<file path="src/rtl/tick_resched_pkg.sv">
package tick_resched_pkg;

    typedef enum logic [1:0] {
        ST_IDLE = 2'd0,
        ST_SUB  = 2'd1,
        ST_DIV  = 2'd2,
        ST_FIN  = 2'd3
    } rs_state_e;

endpackage

</file>
<file path="src/rtl/tick_resched_div.sv">
module tick_resched_div #(
    parameter int W = 40
) (
    input  logic         clk,
    input  logic         rst_n,
    input  logic         go,
    input  logic [W-1:0] dividend,
    input  logic [W-1:0] divisor,
    output logic         done,
    output logic [W-1:0] quot,
    output logic [W-1:0] rem
);
    localparam int CNTW = $clog2(W + 1);
    localparam logic [CNTW-1:0] LAST = CNTW'(W - 1);

    typedef struct packed {
        logic            busy;
        logic [CNTW-1:0] cnt;
        logic [W-1:0]    q;
        logic [W-1:0]    r;
        logic [W-1:0]    d;
        logic            done;
    } div_t;

    div_t q_q, q_d;
    logic [W:0] shifted;
    logic [W:0] diff;

    always_comb begin
        q_d      = q_q;
        q_d.done = 1'b0;
        shifted  = {q_q.r, q_q.q[W-1]};
        diff     = shifted - {1'b0, q_q.d};
        if (go && !q_q.busy) begin
            q_d.busy = 1'b1;
            q_d.cnt  = '0;
            q_d.q    = dividend;
            q_d.r    = '0;
            q_d.d    = divisor;
        end else if (q_q.busy) begin
            if (shifted >= {1'b0, q_q.d}) begin
                q_d.r = diff[W-1:0];
                q_d.q = {q_q.q[W-2:0], 1'b1};
            end else begin
                q_d.r = shifted[W-1:0];
                q_d.q = {q_q.q[W-2:0], 1'b0};
            end
            q_d.cnt = q_q.cnt + CNTW'(1);
            if (q_q.cnt == LAST) begin
                q_d.busy = 1'b0;
                q_d.done = 1'b1;
            end
        end
    end

    always_ff @(posedge clk or negedge rst_n) begin
        if (!rst_n) q_q <= '0;
        else        q_q <= q_d;
    end

    assign done = q_q.done;
    assign quot = q_q.q;
    assign rem  = q_q.r;

    // a finished division always leaves a remainder below the divisor
    assert_div_rem_R2: assert property (@(posedge clk) disable iff (!rst_n)
        (q_q.done && q_q.d != '0) |-> (q_q.r < q_q.d));

endmodule

</file>
<file path="src/rtl/tick_resched_prof.sv">
module tick_resched_prof #(
    parameter int PW = 8
) (
    input  logic          clk,
    input  logic          rst_n,
    input  logic          step,
    input  logic          load,
    input  logic [PW-1:0] mult,
    output logic          fire
);
    localparam logic [PW-1:0] ONE = PW'(1);

    typedef struct packed {
        logic [PW-1:0] cnt;
    } prof_t;

    prof_t q_q, q_d;
    logic [PW-1:0] reload;

    assign reload = (mult == '0) ? ONE : mult;
    assign fire   = step && (q_q.cnt <= ONE);

    always_comb begin
        q_d = q_q;
        if (load) begin
            q_d.cnt = reload;
        end else if (step) begin
            if (q_q.cnt <= ONE) q_d.cnt = reload;
            else                q_d.cnt = q_q.cnt - ONE;
        end
    end

    always_ff @(posedge clk or negedge rst_n) begin
        if (!rst_n) q_q.cnt <= ONE;
        else        q_q     <= q_d;
    end

    // a firing step leaves the counter reloaded
    assert_prof_reload_R8: assert property (@(posedge clk) disable iff (!rst_n)
        (fire && !load) |=> (q_q.cnt == $past(reload)));

    // the counter never sits at zero
    assert_prof_nonzero_R8: assert property (@(posedge clk) disable iff (!rst_n)
        q_q.cnt != '0);

endmodule

</file>
<file path="src/rtl/tick_resched.sv">
module tick_resched
    import tick_resched_pkg::*;
#(
    parameter int CNT_W      = 40,
    parameter int CMP_W      = 32,
    parameter int PROF_W     = 8,
    parameter int TICK_HZ    = 100,
    parameter int SCALE_10MS = 100,
    parameter int FAST_SHIFT = 5,
    parameter int SKIP_BITS  = 13
) (
    input  logic              clk,
    input  logic              rst_n,
    input  logic              start_i,
    input  logic              init_i,
    input  logic [CNT_W-1:0]  now_i,
    input  logic [CNT_W-1:0]  deadline_i,
    input  logic [CNT_W-1:0]  period_i,
    input  logic [CNT_W-1:0]  cyc10ms_i,
    input  logic [PROF_W-1:0] prof_mult_i,
    output logic              done_o,
    output logic [CNT_W-1:0]  ticks_o,
    output logic [CNT_W-1:0]  deadline_o,
    output logic [CMP_W-1:0]  cmp_o,
    output logic              late_o,
    output logic              prof_o,
    output logic [CNT_W-1:0]  period_o
);
    localparam logic [CNT_W-1:0] ONE     = CNT_W'(1);
    localparam logic [CNT_W-1:0] HZ_W    = CNT_W'(TICK_HZ);
    localparam logic [CNT_W-1:0] SCALE_W = CNT_W'(SCALE_10MS);
    localparam logic [CNT_W-1:0] FAST_MAX = CNT_W'(1 << FAST_SHIFT);

    typedef struct packed {
        rs_state_e          st;
        logic               init;
        logic [PROF_W-1:0]  mult;
        logic [CNT_W-1:0]   now;
        logic [CNT_W-1:0]   per;
        logic [CNT_W-1:0]   rem;
        logic [CNT_W-1:0]   tick;
        logic               done;
        logic [CNT_W-1:0]   ticks_o;
        logic [CNT_W-1:0]   next_o;
        logic [CMP_W-1:0]   cmp_o;
        logic               late_o;
        logic               prof_o;
        logic [CNT_W-1:0]   period_o;
    } rs_t;

    rs_t q_q, q_d;

    logic [CNT_W-1:0] elapsed;
    logic [CNT_W-1:0] gap;
    logic [CNT_W-1:0] nxt;
    logic [CNT_W-1:0] cmp_full;
    logic             skip;
    logic             div_go;
    logic [CNT_W-1:0] div_a;
    logic [CNT_W-1:0] div_b;
    logic             div_done;
    logic [CNT_W-1:0] div_q;
    logic [CNT_W-1:0] div_r;
    logic             prof_step;
    logic             prof_load;
    logic             prof_fire;

    tick_resched_div #(.W(CNT_W)) u_div (
        .clk      (clk),
        .rst_n    (rst_n),
        .go       (div_go),
        .dividend (div_a),
        .divisor  (div_b),
        .done     (div_done),
        .quot     (div_q),
        .rem      (div_r)
    );

    assign prof_step = (q_q.st == ST_FIN) && !q_q.init;
    assign prof_load = (q_q.st == ST_FIN) &&  q_q.init;

    tick_resched_prof #(.PW(PROF_W)) u_prof (
        .clk   (clk),
        .rst_n (rst_n),
        .step  (prof_step),
        .load  (prof_load),
        .mult  (q_q.mult),
        .fire  (prof_fire)
    );

    assign elapsed = now_i - deadline_i;

    always_comb begin
        q_d      = q_q;
        q_d.done = 1'b0;
        div_go   = 1'b0;
        div_a    = elapsed;
        div_b    = period_i;
        gap      = q_q.per - q_q.rem;
        nxt      = q_q.now + (q_q.init ? q_q.per : gap);
        skip     = !q_q.init && ((gap >> SKIP_BITS) == '0);
        cmp_full = skip ? (nxt + q_q.per) : nxt;

        case (q_q.st)
            ST_IDLE: begin
                if (start_i) begin
                    q_d.init = init_i;
                    q_d.mult = prof_mult_i;
                    q_d.now  = now_i;
                    q_d.per  = period_i;
                    if (init_i) begin
                        div_go = 1'b1;
                        div_a  = cyc10ms_i * SCALE_W;
                        div_b  = HZ_W;
                        q_d.st = ST_DIV;
                    end else if ((elapsed >> FAST_SHIFT) < period_i) begin
                        q_d.rem  = elapsed;
                        q_d.tick = ONE;
                        q_d.st   = ST_SUB;
                    end else begin
                        div_go = 1'b1;
                        q_d.st = ST_DIV;
                    end
                end
            end
            ST_SUB: begin
                if (q_q.rem >= q_q.per) begin
                    q_d.rem  = q_q.rem - q_q.per;
                    q_d.tick = q_q.tick + ONE;
                end else begin
                    q_d.st = ST_FIN;
                end
            end
            ST_DIV: begin
                if (div_done) begin
                    if (q_q.init) begin
                        q_d.per  = div_q;
                        q_d.tick = '0;
                    end else begin
                        q_d.rem  = div_r;
                        q_d.tick = div_q + ONE;
                    end
                    q_d.st = ST_FIN;
                end
            end
            default: begin
                q_d.ticks_o  = q_q.tick;
                q_d.next_o   = nxt;
                q_d.cmp_o    = cmp_full[CMP_W-1:0];
                q_d.late_o   = !q_q.init && (q_q.tick > HZ_W);
                q_d.prof_o   = prof_fire;
                q_d.period_o = q_q.per;
                q_d.done     = 1'b1;
                q_d.st       = ST_IDLE;
            end
        endcase
    end

    always_ff @(posedge clk or negedge rst_n) begin
        if (!rst_n) q_q <= '0;
        else        q_q <= q_d;
    end

    assign done_o     = q_q.done;
    assign ticks_o    = q_q.ticks_o;
    assign deadline_o = q_q.next_o;
    assign cmp_o      = q_q.cmp_o;
    assign late_o     = q_q.late_o;
    assign prof_o     = q_q.prof_o;
    assign period_o   = q_q.period_o;

    // the subtraction loop stays within its bounded iteration count
    assert_fast_bound_R3: assert property (@(posedge clk) disable iff (!rst_n)
        (q_q.st == ST_SUB) |-> (q_q.tick <= FAST_MAX));

    // a tick result lands within one period after the sampled counter
    assert_gap_range_R4: assert property (@(posedge clk) disable iff (!rst_n)
        (done_o && !q_q.init && q_q.per != '0) |->
        ((deadline_o - q_q.now) != '0 && (deadline_o - q_q.now) <= q_q.per));

    // the compare value is the deadline or exactly one period past it
    assert_cmp_offset_R5: assert property (@(posedge clk) disable iff (!rst_n)
        (done_o && !q_q.init) |->
        (cmp_o == deadline_o[CMP_W-1:0] ||
         cmp_o == CMP_W'(deadline_o + period_o)));

    // the late flag follows the reported tick count
    assert_late_flag_R6: assert property (@(posedge clk) disable iff (!rst_n)
        done_o |-> (late_o == (ticks_o > HZ_W)));

    // a start during a running command leaves the latched operands alone
    assert_busy_ignore_R9: assert property (@(posedge clk) disable iff (!rst_n)
        (start_i && q_q.st != ST_IDLE) |=> $stable(q_q.now));

    // done is a single-cycle pulse
    assert_done_single_R10: assert property (@(posedge clk) disable iff (!rst_n)
        done_o |=> !done_o);

    // results move only together with done
    assert_outputs_hold_R10: assert property (@(posedge clk) disable iff (!rst_n)
        !done_o |-> ($stable(ticks_o) && $stable(deadline_o) && $stable(cmp_o) &&
                     $stable(late_o) && $stable(prof_o) && $stable(period_o)));

endmodule

</file>
<file path="config.mk">
export PLATFORM = sky130hd
export DESIGN_NAME = tick_resched
export DESIGN_NICKNAME = d
export VERILOG_FILES = /design/src/rtl/tick_resched_pkg.sv /design/src/rtl/tick_resched_div.sv /design/src/rtl/tick_resched_prof.sv /design/src/rtl/tick_resched.sv
export SDC_FILE = /design/constraint.sdc
export NUM_CORES = 2
export LEC_CHECK = 0
export BUFFER_PORTS_ARGS = -buffer_cell sky130_fd_sc_hd__buf_4
export CAP_MARGIN = 20
export CORE_MARGIN = 5
export CORE_UTILIZATION = 45
export DETAILED_ROUTE_END_ITERATION = 8
export PLACE_DENSITY = 0.7
export SLEW_MARGIN = 15
export SYNTH_ARGS = -nofsm -noshare
export SYNTH_HDL_FRONTEND = slang
export SYNTH_SLANG_ARGS = --single-unit
</file>
<file path="constraint.sdc">
create_clock -name clk -period 10.2 [get_ports clk]
set_input_delay 2.04 -clock clk [delete_from_list [all_inputs] [get_ports clk]]
set_output_delay 2.04 -clock clk [all_outputs]
set_load 0.01 [all_outputs]
</file>
# Word level (Yosys, flattened, before mapping)
# Index checks and enable logic that the tools add are counted.
word_totals:
  register_bits: 462
  input_bits: 172
  out_inout_bits: 155
  wordCells: 109
classes:
  addsub: 10
  mul: 1
  order_cmp: 5
  n_eq_ne: 12
  mux: 39
  n_reduce_logical: 21
ops:
  columns: ["operator", "count"]
  rows:
  - ["two-way mux 40 bit", 10]
  - ["two-way mux 80 bit", 3]
  - ["one-hot mux 80 bit (3 select lines)", 1]
  - ["two-way mux 87 bit", 2]
  - ["two-way mux 171 bit", 1]
  - ["subtractor 40 bit", 4]
  - ["two-way mux 155 bit", 1]
  - ["two-way mux 120 bit", 1]
  - ["adder 40 x 1 -> 40 bit (second input constant)", 2]
  - ["one-hot mux 40 bit (2 select lines)", 1]
  - ["greater-or-equal comparator 41 x 40 -> 1 bit", 1]
  - ["two-way mux 41 bit", 1]
  - ["adder 40 bit", 1]
  - ["greater-or-equal comparator 40 bit", 1]
  - ["> comparator 40 x 7 -> 1 bit (second input constant)", 1]
  - ["logical NOT 40 bit", 1]
  - ["less-than comparator 35 x 40 -> 1 bit", 1]
  - ["multiplier 40 x 5 -> 38 bit (second input constant)", 1]
  - ["adder 32 bit", 1]
  - ["two-way mux 32 bit", 1]
  - ["two-way mux 8 bit", 4]
  - ["inequality test 2 bit (second input constant)", 7]
  - ["<= comparator 8 x 1 -> 1 bit (second input constant)", 1]
  - ["logical NOT 8 bit", 1]
  - ["20 further kinds", 39]

# Depth between registers and ports, before layout
depth:
  ltp_word: 8
  mapped_depth: 32
  ltp_nobuf: 32

# Hierarchy
# Synthesis repeated with hierarchy kept, for this count alone.
unflattened:
  cells_unflattened: 4902
  area_unflattened_um2: 40786.6
modules_own_cells:
  columns: ["mod", "instances", "cells_per_inst", "area_per_inst_um2", "seq_area_each_um2"]
  rows:
  - ["tick_resched", 1, 3850, 31610.3, 8157.8]
  - ["tick_resched_div", 1, 985, 8582.0, 3203.1]
  - ["tick_resched_prof", 1, 67, 594.3, 201.4]

# Least setup slack after synthesis
# Ideal clock, no wire load.
synth_path:
  kind: "input -> register"
  from: "in now_i[0]"
  to: "reg q_q[224] (netlist name)"
  setup_ps: 125
  t_arrival_ps: 7193
  required_ps: 10075
  setup_slack_ps: 2882
  cell_stages: 25
  path_buffers: 1
  path_cell_list: "inv_1 ha_1 inv_1 fa_1 a21o_1 nand4_1 and4_1 o21ai_1 and4b_1 o311ai_1 a21oi_1 o21a_1 o311ai_1 ha_1 a21o_1 a21oi_1 o21ai_0 a31oi_1 o2111ai_1 or3_1 a21o_1 and3_1 a211oi_1 buf_2 mux2_2"
synth_via:
  elab_chain_len: 5
  word_cells_on_any_way: 8
  cone_classes: "add/sub: 1; order compare: 1; eq/ne: 1; mux: 4; reduce/logical: 1"
synth_lines:
  columns: ["item", "line_no", "text"]
  rows:
  - ["start: declaration", "tick_resched.sv:16", "input logic [CNT_W-1:0] now_i,"]
  - ["subtractor 40 bit *", "tick_resched.sv:91", "assign elapsed = now_i - deadline_i;"]
  - ["branches (longest 4 deep; another with less-than comparator 35 x 40 -> 1 bit)", null, null]
  - ["end signal: assignment", "tick_resched.sv:161", "else q_q <= q_d;"]
  - ["end: declaration", "tick_resched.sv:51", "rs_t q_q, q_d;"]
# Mark *: on every way between the ends. The select of a mux whose other input is x is not followed.
# A chain may end at the register's enable or synchronous reset.

# Worst setup path in the final report
layout_path:
  from: "in now_i[0]"
  to: "reg q_q[211] (netlist name)"
# Same word-level chain as after synthesis.

==> flow_metrics.py <==
metrics = {
    "critical_path": {
        "cp_top_family": "compound AO/OA/AOI/OAI gates",
        "criticalPathCategory": "in2reg",
        "cp.required_ns": 10.75,
        "cp_num_buf_inv": 6,
        "crit_path_end_kind": "flop",
        "startpoint_type": "primary input",
        "critPathMaxFanout": 57,
        "cp_slowest_stage_delay_ns": 0.66,
        "arrival_ns": 8.74,
        "cp_slowest_cell": "a211oi_4",
    },
    "final_layout": {
        "drive_gt1_share_pct": 14.0,
        "nets": 5540,
        "nFillCells": 8529,
        "synthToLayoutAreaGrowth_pct": 10.8,
    },
    "clock_tree": {
        "cts.reportedPaths.clkPinSlew_ns": 0.06,
        "clkSinkCount": 462,
        "cts_buffer_depth": 3,
        "clock_latency_ns": 0.67,
        "ctsHoldBuffers": 0,
        "clockRootBuffer": "clkbuf_16",
        "cts_setup_buffers": 0,
        "cts_tree": "built",
        "ctsResizeCount": 0,
        "h-tree-depth": 2,
        "cts_buffers": 51,
    },
    "job": {
        "cap_violations": 0,
    },
    "global_route": {
        "grt_max_degree": 155,
        "first_global_vias": 34300,
        "track_usage_pct": 26.8,
        "grt_first_pass_wirelength_um": 202000,
        "grt_overflow": 0,
        "antenna_found_initial": 24,
    },
    "yosys": {
        "synthFlopType": "dfrtp_1",
        "synth_common_cells": "dfrtp_1, inv_1, nand2_1, o21ai_0, ha_1",
        "yosys.area.top_type": "dfrtp_1",
        "mappedNetlistArea_um2": 40200,
        "synth_edf_count": 0,
        "synth.distinct_cells": 96,
        "synth_fp_nets": 5465,
        "seq_area_frac_synth_pct": 28.7,
        "ys_warn_count": 0,
        "synth_most_common_cell": "dfrtp_1",
        "synthArstFlopShare_pct": 100,
        "synth-seq-cells": 462,
        "netlist_top_cells_area": "dfrtp_1, ha_1, o21ai_0",
        "synth_top_area_share_pct": 28.7,
        "netlist_instances": 4880,
        "syn_avg_cell_area_um2": 8.25,
    },
    "timing": {
        "slew-limit-headroom_pct": 23.6,
        "setup_viol": 0,
        "period_needed_ns": 8.19,
        "rsz0062_at_grt": "no",
        "fmax_mhz": 122,
        "setup_tns_ns": 0,
        "worst_pin_slew_ns": 1.15,
        "period_share_pct": 80.3,
        "hold_viol_final": 0,
        "timing.final.max_slew_violations": 0,
        "fin_skew_ns": 0.0554,
    },
    "route": {
        "num_vias": 36200,
        "vias_per_cell": 5.86,
        "drt-pass1-iter-count": 7,
        "drt-initial-drc-count": 3594,
        "avgRoutedWirePerCell_um": 21.7,
        "totalWireLength_um": 134000,
        "route.detailed.drc": 0,
        "drtAntennaViolNets": 0,
    },
    "place": {
        "hpwl_um": 106000,
        "io_buffers": 324,
        "globalplace.congestion": 0.971,
    },
    "die": {
        "num_rows": 109,
        "fp.dieH_um": 309,
        "fp.coreArea_um2": 88600,
        "dieArea_um2": 95500,
        "die_w_um": 309,
        "initial_core_util_pct": 45.4,
        "io_pins": 327,
    },
    "min_path": {
        "hold_path_class": "reg2reg",
    },
    "run_status": {
        "status": "finished, final reports clean",
    },
}
worst paths after layout:
path	to	slack, ns	cells past startpoint	startpoint
min reg2reg	u_div.q_q[24]	0.48	2	u_div.q_q[24]
max reg2reg	cmp_o[29]	2.30	28	q_q[235]
max	q_q[211]	2.01	29	now_i[0]
min in group asynchronous	cmp_o[4]	1.44	1	rst_n
min	u_div.q_q[24]	0.48	2	u_div.q_q[24]
max in group asynchronous	u_div.quot[13]	7.34	2	rst_n
cell type report:
type	instances	area, um^2	share of cell area (%)
Clock inverter	17	270	0.606
Inverter	457	1720	3.85
Sequential cell	462	11600	25.9
Tap cell	1165	1460	3.27
Antenna cell	17	42.5	0.0954
Multi-Input combinational cell	3583	25000	56.1
Timing Repair Buffer	400	3060	6.87
Clock buffer	74	1470	3.30
worst reg2reg max path, delay by kind of cell, from the launching register on:
| kind | cells | cell delay, ns |
|---|---|---|
| AOI/OAI and AO/OA | 15 | 4.03 |
| xor gates and xnor gates | 2 | 0.51 |
| adders and majority gates | 4 | 1.43 |
| buffers and inverters | 2 | 0.20 |
| DFF | 1 | 0.48 |
| and+or+nand+nor | 5 | 1.12 |
sequential cells by signal (all words and copies together) (netlist names):
signal,count
late_o,1
u_div.rem,40
u_div.done,1
ticks_o,40
u_prof.q_q,8
done_o,1
prof_o,1
cmp_o,32
period_o,40
u_div.quot,40
u_div.q_q,47
q_q,171
deadline_o,40
stage by stage:
stage	instance area (um^2)	std cells	hold slack (ns)	utilization (%)	setup WS, ns
finish	44600	6175	0.477	50.3	2.01
global placement	42800	6066	0.460	48.3	1.50
CTS	44600	6158	0.479	50.3	2.12
floorplan	40200	4880	0.443	-	2.88
detailed placement	42800	6067	0.466	48.3	1.44
global route	44600	6165	0.494	50.3	1.77
cell usage in the layout, fill, tap and decap left out, drive strengths merged, types with 162 or more instances in the layout:
| cell | instances |
|---|---|
| dfrtp | 461 |
| inv | 456 |
| nand2 | 447 |
| buf | 400 |
| o21ai | 388 |
| ha | 375 |
| a21oi | 350 |
| nor2 | 333 |
| xnor2 | 162 |
| a21o | 162 |
layer usage:
layer,track usage (%),wire length [um],up-vias,share of wire [%]
met5,0,126,-,0.094
met1,36.3,57500,17300,43
met2,42.6,59600,1321,45
li1,-,-,17300,-
met4,10.8,5970,18,4.5
met3,4.94,10500,276,7.8
cell families after synthesis:
group           after synthesis  share of synthesized area [%]
buf+inv                     835                           9.36
fa+ha+maj                   413                           13.5
xor+xnor                    258                           5.61
simple gates               1298                           14.9
compound gates             1427                           22.7
mux                         187                           5.15
flops                       462                           28.7
Power is not shown: default switching activity piles up to over one toggle a cycle in this logic, so the estimate is an artifact.
